### src/rtl/vm_preempt_pkg.sv
package vm_preempt_pkg;

    // Selected asynchronous event, ordered by service priority
    typedef enum logic [2:0] {
        GRANT_NONE   = 3'd0,
        GRANT_DEBUG  = 3'd1,
        GRANT_TIMER  = 3'd2,
        GRANT_NMI    = 3'd3,
        GRANT_EXTINT = 3'd4
    } grant_e;

endpackage

### src/rtl/vmpt_elapsed.sv
// Elapsed shifted-tick arithmetic: expiry compare and clamped remaining count.
module vmpt_elapsed #(
    parameter int TICK_W = 64,
    parameter int VAL_W  = 32,
    parameter int RATE_W = 5
) (
    input  logic [TICK_W-1:0] tick_i,
    input  logic [RATE_W-1:0] rate_i,
    input  logic [TICK_W-1:0] load_shr_i,
    input  logic [VAL_W-1:0]  value_i,
    input  logic              armed_i,
    output logic              expired_o,
    output logic [VAL_W-1:0]  remaining_o
);
    localparam int HI_W = TICK_W - VAL_W;

    logic [TICK_W-1:0] now_shr;
    logic [TICK_W-1:0] elapsed;
    logic [VAL_W-1:0]  elapsed_lo;
    logic              high_nz;

    assign now_shr    = tick_i >> rate_i;
    assign elapsed    = now_shr - load_shr_i;
    assign elapsed_lo = elapsed[VAL_W-1:0];

    generate
        if (HI_W > 0) begin : g_hi
            assign high_nz = |elapsed[TICK_W-1:VAL_W];
        end else begin : g_nohi
            assign high_nz = 1'b0;
        end
    endgenerate

    assign expired_o   = armed_i && (high_nz || (elapsed_lo >= value_i));
    assign remaining_o = (!armed_i || expired_o) ? '0 : (value_i - elapsed_lo);
endmodule

### src/rtl/vmpt_entry_check.sv
// Control-combination check on a guest entry strobe.
module vmpt_entry_check #(
    parameter int CTL_W        = 32,
    parameter int EXIT_CTL_BIT = 6
) (
    input  logic             entry_i,
    input  logic             in_guest_i,
    input  logic [CTL_W-1:0] ctl_i,
    input  logic             store_i,
    output logic             accept_o,
    output logic             reject_o,
    output logic             exit_en_o
);
    logic entry_ok;
    logic unused_ctl;

    assign unused_ctl = ^ctl_i;
    assign exit_en_o  = ctl_i[EXIT_CTL_BIT];
    assign entry_ok   = entry_i && !in_guest_i;
    assign reject_o   = entry_ok && store_i && !exit_en_o;
    assign accept_o   = entry_ok && !reject_o;
endmodule

### src/rtl/vmpt_arbiter.sv
// Fixed-priority choice among asynchronous events.
module vmpt_arbiter
    import vm_preempt_pkg::*;
(
    input  logic   dbg_i,
    input  logic   tmr_i,
    input  logic   nmi_i,
    input  logic   ext_i,
    output grant_e grant_o
);
    always_comb begin
        if (dbg_i)      grant_o = GRANT_DEBUG;
        else if (tmr_i) grant_o = GRANT_TIMER;
        else if (nmi_i) grant_o = GRANT_NMI;
        else if (ext_i) grant_o = GRANT_EXTINT;
        else            grant_o = GRANT_NONE;
    end
endmodule

### src/rtl/vm_preempt_timer.sv
// Guest preemption countdown timer top level.
module vm_preempt_timer
    import vm_preempt_pkg::*;
#(
    parameter int TICK_W       = 64,
    parameter int VAL_W        = 32,
    parameter int RATE_W       = 5,
    parameter int CTL_W        = 32,
    parameter int EXIT_CTL_BIT = 6,
    parameter int REASON_W     = 16,
    parameter int EXIT_REASON  = 52
) (
    input  logic                clk,
    input  logic                rst_n,
    input  logic [TICK_W-1:0]   tick_i,
    input  logic [RATE_W-1:0]   rate_i,
    input  logic                entry_i,
    input  logic [VAL_W-1:0]    entry_value_i,
    input  logic [CTL_W-1:0]    pin_ctl_i,
    input  logic                store_ctl_i,
    input  logic                exit_i,
    input  logic                abort_i,
    input  logic                halted_i,
    input  logic                dbg_trap_i,
    input  logic                nmi_i,
    input  logic                ext_intr_i,
    output logic                in_guest_o,
    output logic                pending_o,
    output logic                async_evt_o,
    output logic                exit_req_o,
    output logic [REASON_W-1:0] exit_reason_o,
    output logic [2:0]          grant_o,
    output logic                wake_o,
    output logic                entry_fail_o,
    output logic                save_valid_o,
    output logic [VAL_W-1:0]    save_value_o
);
    localparam logic [REASON_W-1:0] REASON_CODE = REASON_W'(EXIT_REASON);

    typedef struct packed {
        logic              in_guest;
        logic              armed;
        logic              pending;
        logic              exit_en;
        logic              store;
        logic              async_evt;
        logic              fail;
        logic [RATE_W-1:0] rate;
        logic [TICK_W-1:0] load_shr;
        logic [VAL_W-1:0]  value;
    } state_t;

    state_t st_d, st_q;

    logic             expired;
    logic [VAL_W-1:0] remaining;
    logic             ent_accept, ent_reject, ent_exit_en;
    logic             tmr_ready;
    grant_e           grant;

    vmpt_elapsed #(
        .TICK_W (TICK_W),
        .VAL_W  (VAL_W),
        .RATE_W (RATE_W)
    ) u_elapsed (
        .tick_i      (tick_i),
        .rate_i      (st_q.rate),
        .load_shr_i  (st_q.load_shr),
        .value_i     (st_q.value),
        .armed_i     (st_q.armed),
        .expired_o   (expired),
        .remaining_o (remaining)
    );

    vmpt_entry_check #(
        .CTL_W        (CTL_W),
        .EXIT_CTL_BIT (EXIT_CTL_BIT)
    ) u_entry (
        .entry_i    (entry_i),
        .in_guest_i (st_q.in_guest),
        .ctl_i      (pin_ctl_i),
        .store_i    (store_ctl_i),
        .accept_o   (ent_accept),
        .reject_o   (ent_reject),
        .exit_en_o  (ent_exit_en)
    );

    assign tmr_ready = st_q.pending && st_q.in_guest && st_q.exit_en;

    vmpt_arbiter u_arb (
        .dbg_i   (dbg_trap_i),
        .tmr_i   (tmr_ready),
        .nmi_i   (nmi_i),
        .ext_i   (ext_intr_i),
        .grant_o (grant)
    );

    always_comb begin
        st_d           = st_q;
        st_d.async_evt = 1'b0;
        st_d.fail      = 1'b0;

        // Exit request consumes the pending expiry
        if (grant == GRANT_TIMER) begin
            st_d.pending = 1'b0;
        end

        // Count exhausted: flag, pulse, disarm
        if (expired) begin
            st_d.pending   = 1'b1;
            st_d.async_evt = 1'b1;
            st_d.armed     = 1'b0;
        end

        if (exit_i || abort_i) begin
            st_d.in_guest  = 1'b0;
            st_d.armed     = 1'b0;
            st_d.pending   = 1'b0;
            st_d.async_evt = 1'b0;
        end else if (ent_reject) begin
            st_d.fail = 1'b1;
        end else if (ent_accept) begin
            st_d.in_guest = 1'b1;
            st_d.exit_en  = ent_exit_en;
            st_d.store    = store_ctl_i;
            st_d.rate     = rate_i;
            st_d.load_shr = tick_i >> rate_i;
            st_d.value    = entry_value_i;
            st_d.armed    = 1'b0;
            st_d.pending  = 1'b0;
            if (ent_exit_en) begin
                if (entry_value_i == '0) begin
                    st_d.pending   = 1'b1;
                    st_d.async_evt = 1'b1;
                end else begin
                    st_d.armed = 1'b1;
                end
            end
        end
    end

    always_ff @(posedge clk or negedge rst_n) begin
        if (!rst_n) begin
            st_q <= '0;
        end else begin
            st_q <= st_d;
        end
    end

    assign in_guest_o    = st_q.in_guest;
    assign pending_o     = st_q.pending;
    assign async_evt_o   = st_q.async_evt;
    assign entry_fail_o  = st_q.fail;
    assign grant_o       = grant;
    assign exit_req_o    = (grant == GRANT_TIMER);
    assign exit_reason_o = exit_req_o ? REASON_CODE : '0;
    assign wake_o        = halted_i && st_q.pending;
    assign save_valid_o  = exit_i && st_q.in_guest && st_q.store;
    assign save_value_o  = save_valid_o ? remaining : '0;
endmodule

### config.mk
export PLATFORM = sky130hd
export DESIGN_NAME = vm_preempt_timer
export DESIGN_NICKNAME = d
export VERILOG_FILES = /design/src/rtl/vm_preempt_pkg.sv /design/src/rtl/vmpt_elapsed.sv /design/src/rtl/vmpt_entry_check.sv /design/src/rtl/vmpt_arbiter.sv /design/src/rtl/vm_preempt_timer.sv
export SDC_FILE = /design/constraint.sdc
export NUM_CORES = 1
export LEC_CHECK = 0
export ABC_AREA = 1
export BUFFER_PORTS_ARGS = -buffer_cell sky130_fd_sc_hd__clkbuf_2
export CAP_MARGIN = 20
export CORE_AREA = 3 3 197 199
export CTS_CLUSTER_SIZE = 25
export DETAILED_ROUTE_END_ITERATION = 8
export DIE_AREA = 0 0 200 202
export GPL_ROUTABILITY_DRIVEN = 0
export PLACE_DENSITY = 0.77
export SYNTH_ARGS = -nofsm -noshare
export SYNTH_HDL_FRONTEND = slang
export SYNTH_SLANG_ARGS = --single-unit
### constraint.sdc
create_clock -name clk -period 10.4 [get_ports clk]
set_input_delay 0 -clock clk [delete_from_list [all_inputs] [get_ports clk]]
set_output_delay 0 -clock clk [all_outputs]
set_load 0.05 [all_outputs]
==> metrics.json <==
{
  "status": {
    "run_status": "finished clean"
  },
  "critical_path": {
    "critical_path.slowest_cell": "sky130_fd_sc_hd__buf_4",
    "path_class": "register to output port",
    "crit_path_max_incr_delay_ns": 0.68,
    "critPathTopFamily": "simple AND/OR/NAND/NOR gates",
    "required_ns": 10.40,
    "critical_path.most_common_cell": "sky130_fd_sc_hd__nand2_1",
    "critical_path.endpoint_type": "output port",
    "path_max_fanout": 94,
    "worstPathArrival_ns": 7.85,
    "critical_path.n_buffers_inverters": 6,
    "rrSetupSlack_ns": 3.71,
    "crit_path_start_kind": "register"
  },
  "final_layout": {
    "layout_common_cells": "1146 x sky130_fd_sc_hd__nand2_1, 543 x sky130_fd_sc_hd__inv_1, 325 x sky130_fd_sc_hd__o21ai_0",
    "drive_gt1_share_pct": 8.66,
    "final_design_area_no_fill_mm2": 0.0201,
    "fin_nets": 3582,
    "antenna-diode-count": 0,
    "area_delta_synth_final_pct": 9.03,
    "most_frequent_standard_cell_in_the_layout_excluding_fill_and_tap_cells": "sky130_fd_sc_hd__nand2_1"
  },
  "floorplanning": {
    "die_h_um": 202,
    "die_x_um": 200,
    "die_area_mm2": 0.0404,
    "core_mm2": 0.0374,
    "ports_placed_on_the_boundary": 201,
    "initial_utilization_pct": 49.3,
    "num_rows": 71
  },
  "timing": {
    "grt_setup_unrepaired": "no",
    "actual_transition_at_the_worst_max_transition_pin_ns": 1.05,
    "slew_headroom_pct": 29.8,
    "report.final.slew_viol_count": 0,
    "finalSetupViolCount": 0,
    "final.setup.tns_ns": 0,
    "fin_skew_ns": 0.00796,
    "finalHoldViolCount": 0,
    "final.period_utilization_pct": 75.5,
    "fin_crit_ns": 7.85,
    "timing.fmax_ghz": 0.127
  },
  "grt": {
    "remaining_overflow_grt": 0,
    "first_global_vias": 18900,
    "grt_pass1_wl_um": 97500,
    "grt_max_degree": 127,
    "antenna_found_initial": 0,
    "globalRouteTotalUtil_pct": 30.3
  },
  "synth": {
    "synth_cell_types": 45,
    "synth_top_area_share_pct": 23.3,
    "postSynthAreaPerCell_um2": 5.67,
    "synth_flop_cell": "sky130_fd_sc_hd__dfrtp_1",
    "netlist.top_cell.by_area": "sky130_fd_sc_hd__nand2_1",
    "ys_seq_elements": 108,
    "synth-edff-count": 0,
    "synthTopCellsByArea": "sky130_fd_sc_hd__nand2_1 23%, sky130_fd_sc_hd__dfrtp_1 15%, sky130_fd_sc_hd__inv_1 11%, sky130_fd_sc_hd__mux2i_1 10%, sky130_fd_sc_hd__o21ai_0 8.8%",
    "synth.cell_area_mm2": 0.0184,
    "synth_sequential_area_ratio_pct": 14.7,
    "postSynthCellCount": 3252,
    "yosys_warnings": 0,
    "async_reset_ff_share_pct": 100
  },
  "cts": {
    "clkLatencyLatePin_ns": 0.38,
    "cts_max_path_buffers": 2,
    "clk_pin_slew_worst_paths_ns": 0.09,
    "cts_sinks": 108,
    "cts.htree.levels": 3,
    "cts-buffers-inserted": 9,
    "tritoncts": "built",
    "cts_root_buffer": "sky130_fd_sc_hd__clkbuf_16"
  },
  "power": {
    "power.leakage_nw": 11.6,
    "max-vdd-ir-drop_mv": 0.174,
    "power_switching_mw": 3.87,
    "share_clk_of_total_power_pct": 5.8,
    "pwr-share-comb_pct": 85.1,
    "p_seq_share_pct": 9.0,
    "cellPowerDensity_mw_per_mm2": 317,
    "cellInternalPower_mw": 2.50,
    "power_switching_share_pct": 60.8
  },
  "drt": {
    "vias": 21000,
    "wire_per_inst_um": 16.3,
    "detailedRoute.firstIterationViolations": 2327,
    "totalWireLength_um": 62900,
    "via_per_instance_ratio": 5.43,
    "tritonroute_pass_1_iters": 6,
    "remaining_drc_errors": 0,
    "drtAntennaViolNets": 0
  },
  "placed_design": {
    "dp.final_hpwl_um": 50800,
    "post_dp_cell_area_mm2": 0.0194,
    "io_buffers": 156
  },
  "worst_hold_path": {
    "hp-class": "primary input to register"
  },
  "flow_run": {
    "timing.max_cap.violations": 0
  }
}
## power groups by stage
stage          sequential (mW)  clock [mW]  combinational [mW]
2_1_floorplan            0.545           0                4.04
3_3_place_gp             0.579           0                5.22
6_report                 0.577       0.371                5.43
4_1_cts                  0.573       0.369                5.28
3_5_place_dp             0.580           0                5.25
5_1_grt                  0.587       0.383                6.05
## final timing paths
check / startpoint / end / cells after the start
min reg2reg: st_q[103]$_DFFE_PN0P_ / st_q[103]$_DFFE_PN0P_ / 2
max in group asynchronous: rst_n / st_q[100]$_DFFE_PN0P_ / 3
min in group asynchronous: rst_n / st_q[30]$_DFFE_PN0P_ / 2
min: rate_i[4] / st_q[56]$_DFFE_PN0P_ / 5
max reg2reg: st_q[96]$_DFFE_PN0P_ / async_evt_o$_DFF_PN0_ / 38
max: st_q[96]$_DFFE_PN0P_ / save_value_o[21] / 38
## cell families (layout without fill, tap and decap cells)
group | Yosys count | in the layout | synth area share [%]
adder cells (fa/ha/maj) | 97 | 97 | 6.67
XOR/XNOR | 61 | 61 | 2.90
flip-flops | 108 | 108 | 14.7
multiplexers | 192 | 192 | 10.4
buffers and inverters | 701 | 784 | 14.7
AND/OR/NAND/NOR | 1573 | 1573 | 34.9
AO/OA/AOI/OAI | 519 | 519 | 15.7
other | 1 | 13 | 0.0203
## cells in the mapped netlist (4+ instances only)
cell                          n
sky130_fd_sc_hd__xnor2_1     45
sky130_fd_sc_hd__buf_4       16
sky130_fd_sc_hd__nor3_2       8
sky130_fd_sc_hd__inv_2       10
sky130_fd_sc_hd__o221ai_1    47
sky130_fd_sc_hd__nand3_1     97
sky130_fd_sc_hd__nor2_2      47
sky130_fd_sc_hd__a21oi_1     91
sky130_fd_sc_hd__xor2_1      16
sky130_fd_sc_hd__o21ai_0    325
sky130_fd_sc_hd__nor3_1      15
sky130_fd_sc_hd__a21boi_0     4
sky130_fd_sc_hd__o22ai_1     15
sky130_fd_sc_hd__o211ai_1    13
sky130_fd_sc_hd__dfrtp_1    108
sky130_fd_sc_hd__nor4_1      12
sky130_fd_sc_hd__a31oi_1      5
sky130_fd_sc_hd__inv_1      546
sky130_fd_sc_hd__nand4_1     18
sky130_fd_sc_hd__mux2i_1    192
sky130_fd_sc_hd__and3_1       5
sky130_fd_sc_hd__buf_1       27
sky130_fd_sc_hd__o21bai_1     8
sky130_fd_sc_hd__nand3_2      4
sky130_fd_sc_hd__nor2_1     189
sky130_fd_sc_hd__ha_1        95
sky130_fd_sc_hd__nand2_1   1146
sky130_fd_sc_hd__clkbuf_1    93
sky130_fd_sc_hd__nand2_2     22
## state kept, by name, indices dropped and copies added (netlist names)
name          count
pending_o         1
st_q            104
async_evt_o       1
in_guest_o        1
entry_fail_o      1
## final cells by class
cell class	instances	area, µm²
multi-input cells	2455	13100
flip-flops and latches	108	2710
clock buffers	9	225
fillers	3962	17300
well taps	511	639
inverters	559	2100
repair buffers	209	1290
clock inverters	7	71.3
## per-layer routing
metal / part of all wire, % / GRT usage (%)
met1: 43 / 42.6
met5: 0 / 0
met4: 4.6 / 13.3
met2: 43 / 46.6
met3: 9.5 / 3.68
## stage by stage
step	power (mW)	utilization (%)	cells	worst slack, ns	hold slack (ns)
after global placement	5.80	51.8	3802	3.17	0.0394
after global routing	7.02	53.7	3858	1.88	0.0678
after detailed placement	5.83	51.8	3802	3.03	0.0387
after floorplan	4.59	-	3264	4.86	-0.296
after CTS	6.23	53.7	3857	2.63	0.0282
final	6.37	53.7	3858	2.55	0.0306
## what timing repair did
| item | CTS | global route |
|---|---|---|
| hold buffers | 39 | 0 |
| gates resized for setup | 0 | 0 |
| hold endpoints to repair | 76 | 0 |
| setup buffers | 0 | 0 |
## worst min-delay path, stage by stage
cell and delay [ns]:
sky130_fd_sc_hd__clkbuf_2 0.09, sky130_fd_sc_hd__inv_1 0.04, sky130_fd_sc_hd__nor2_1 0.06, sky130_fd_sc_hd__nand2_1 0.07
sky130_fd_sc_hd__o221ai_1 0.09
(Power assumes the default switching activity.)
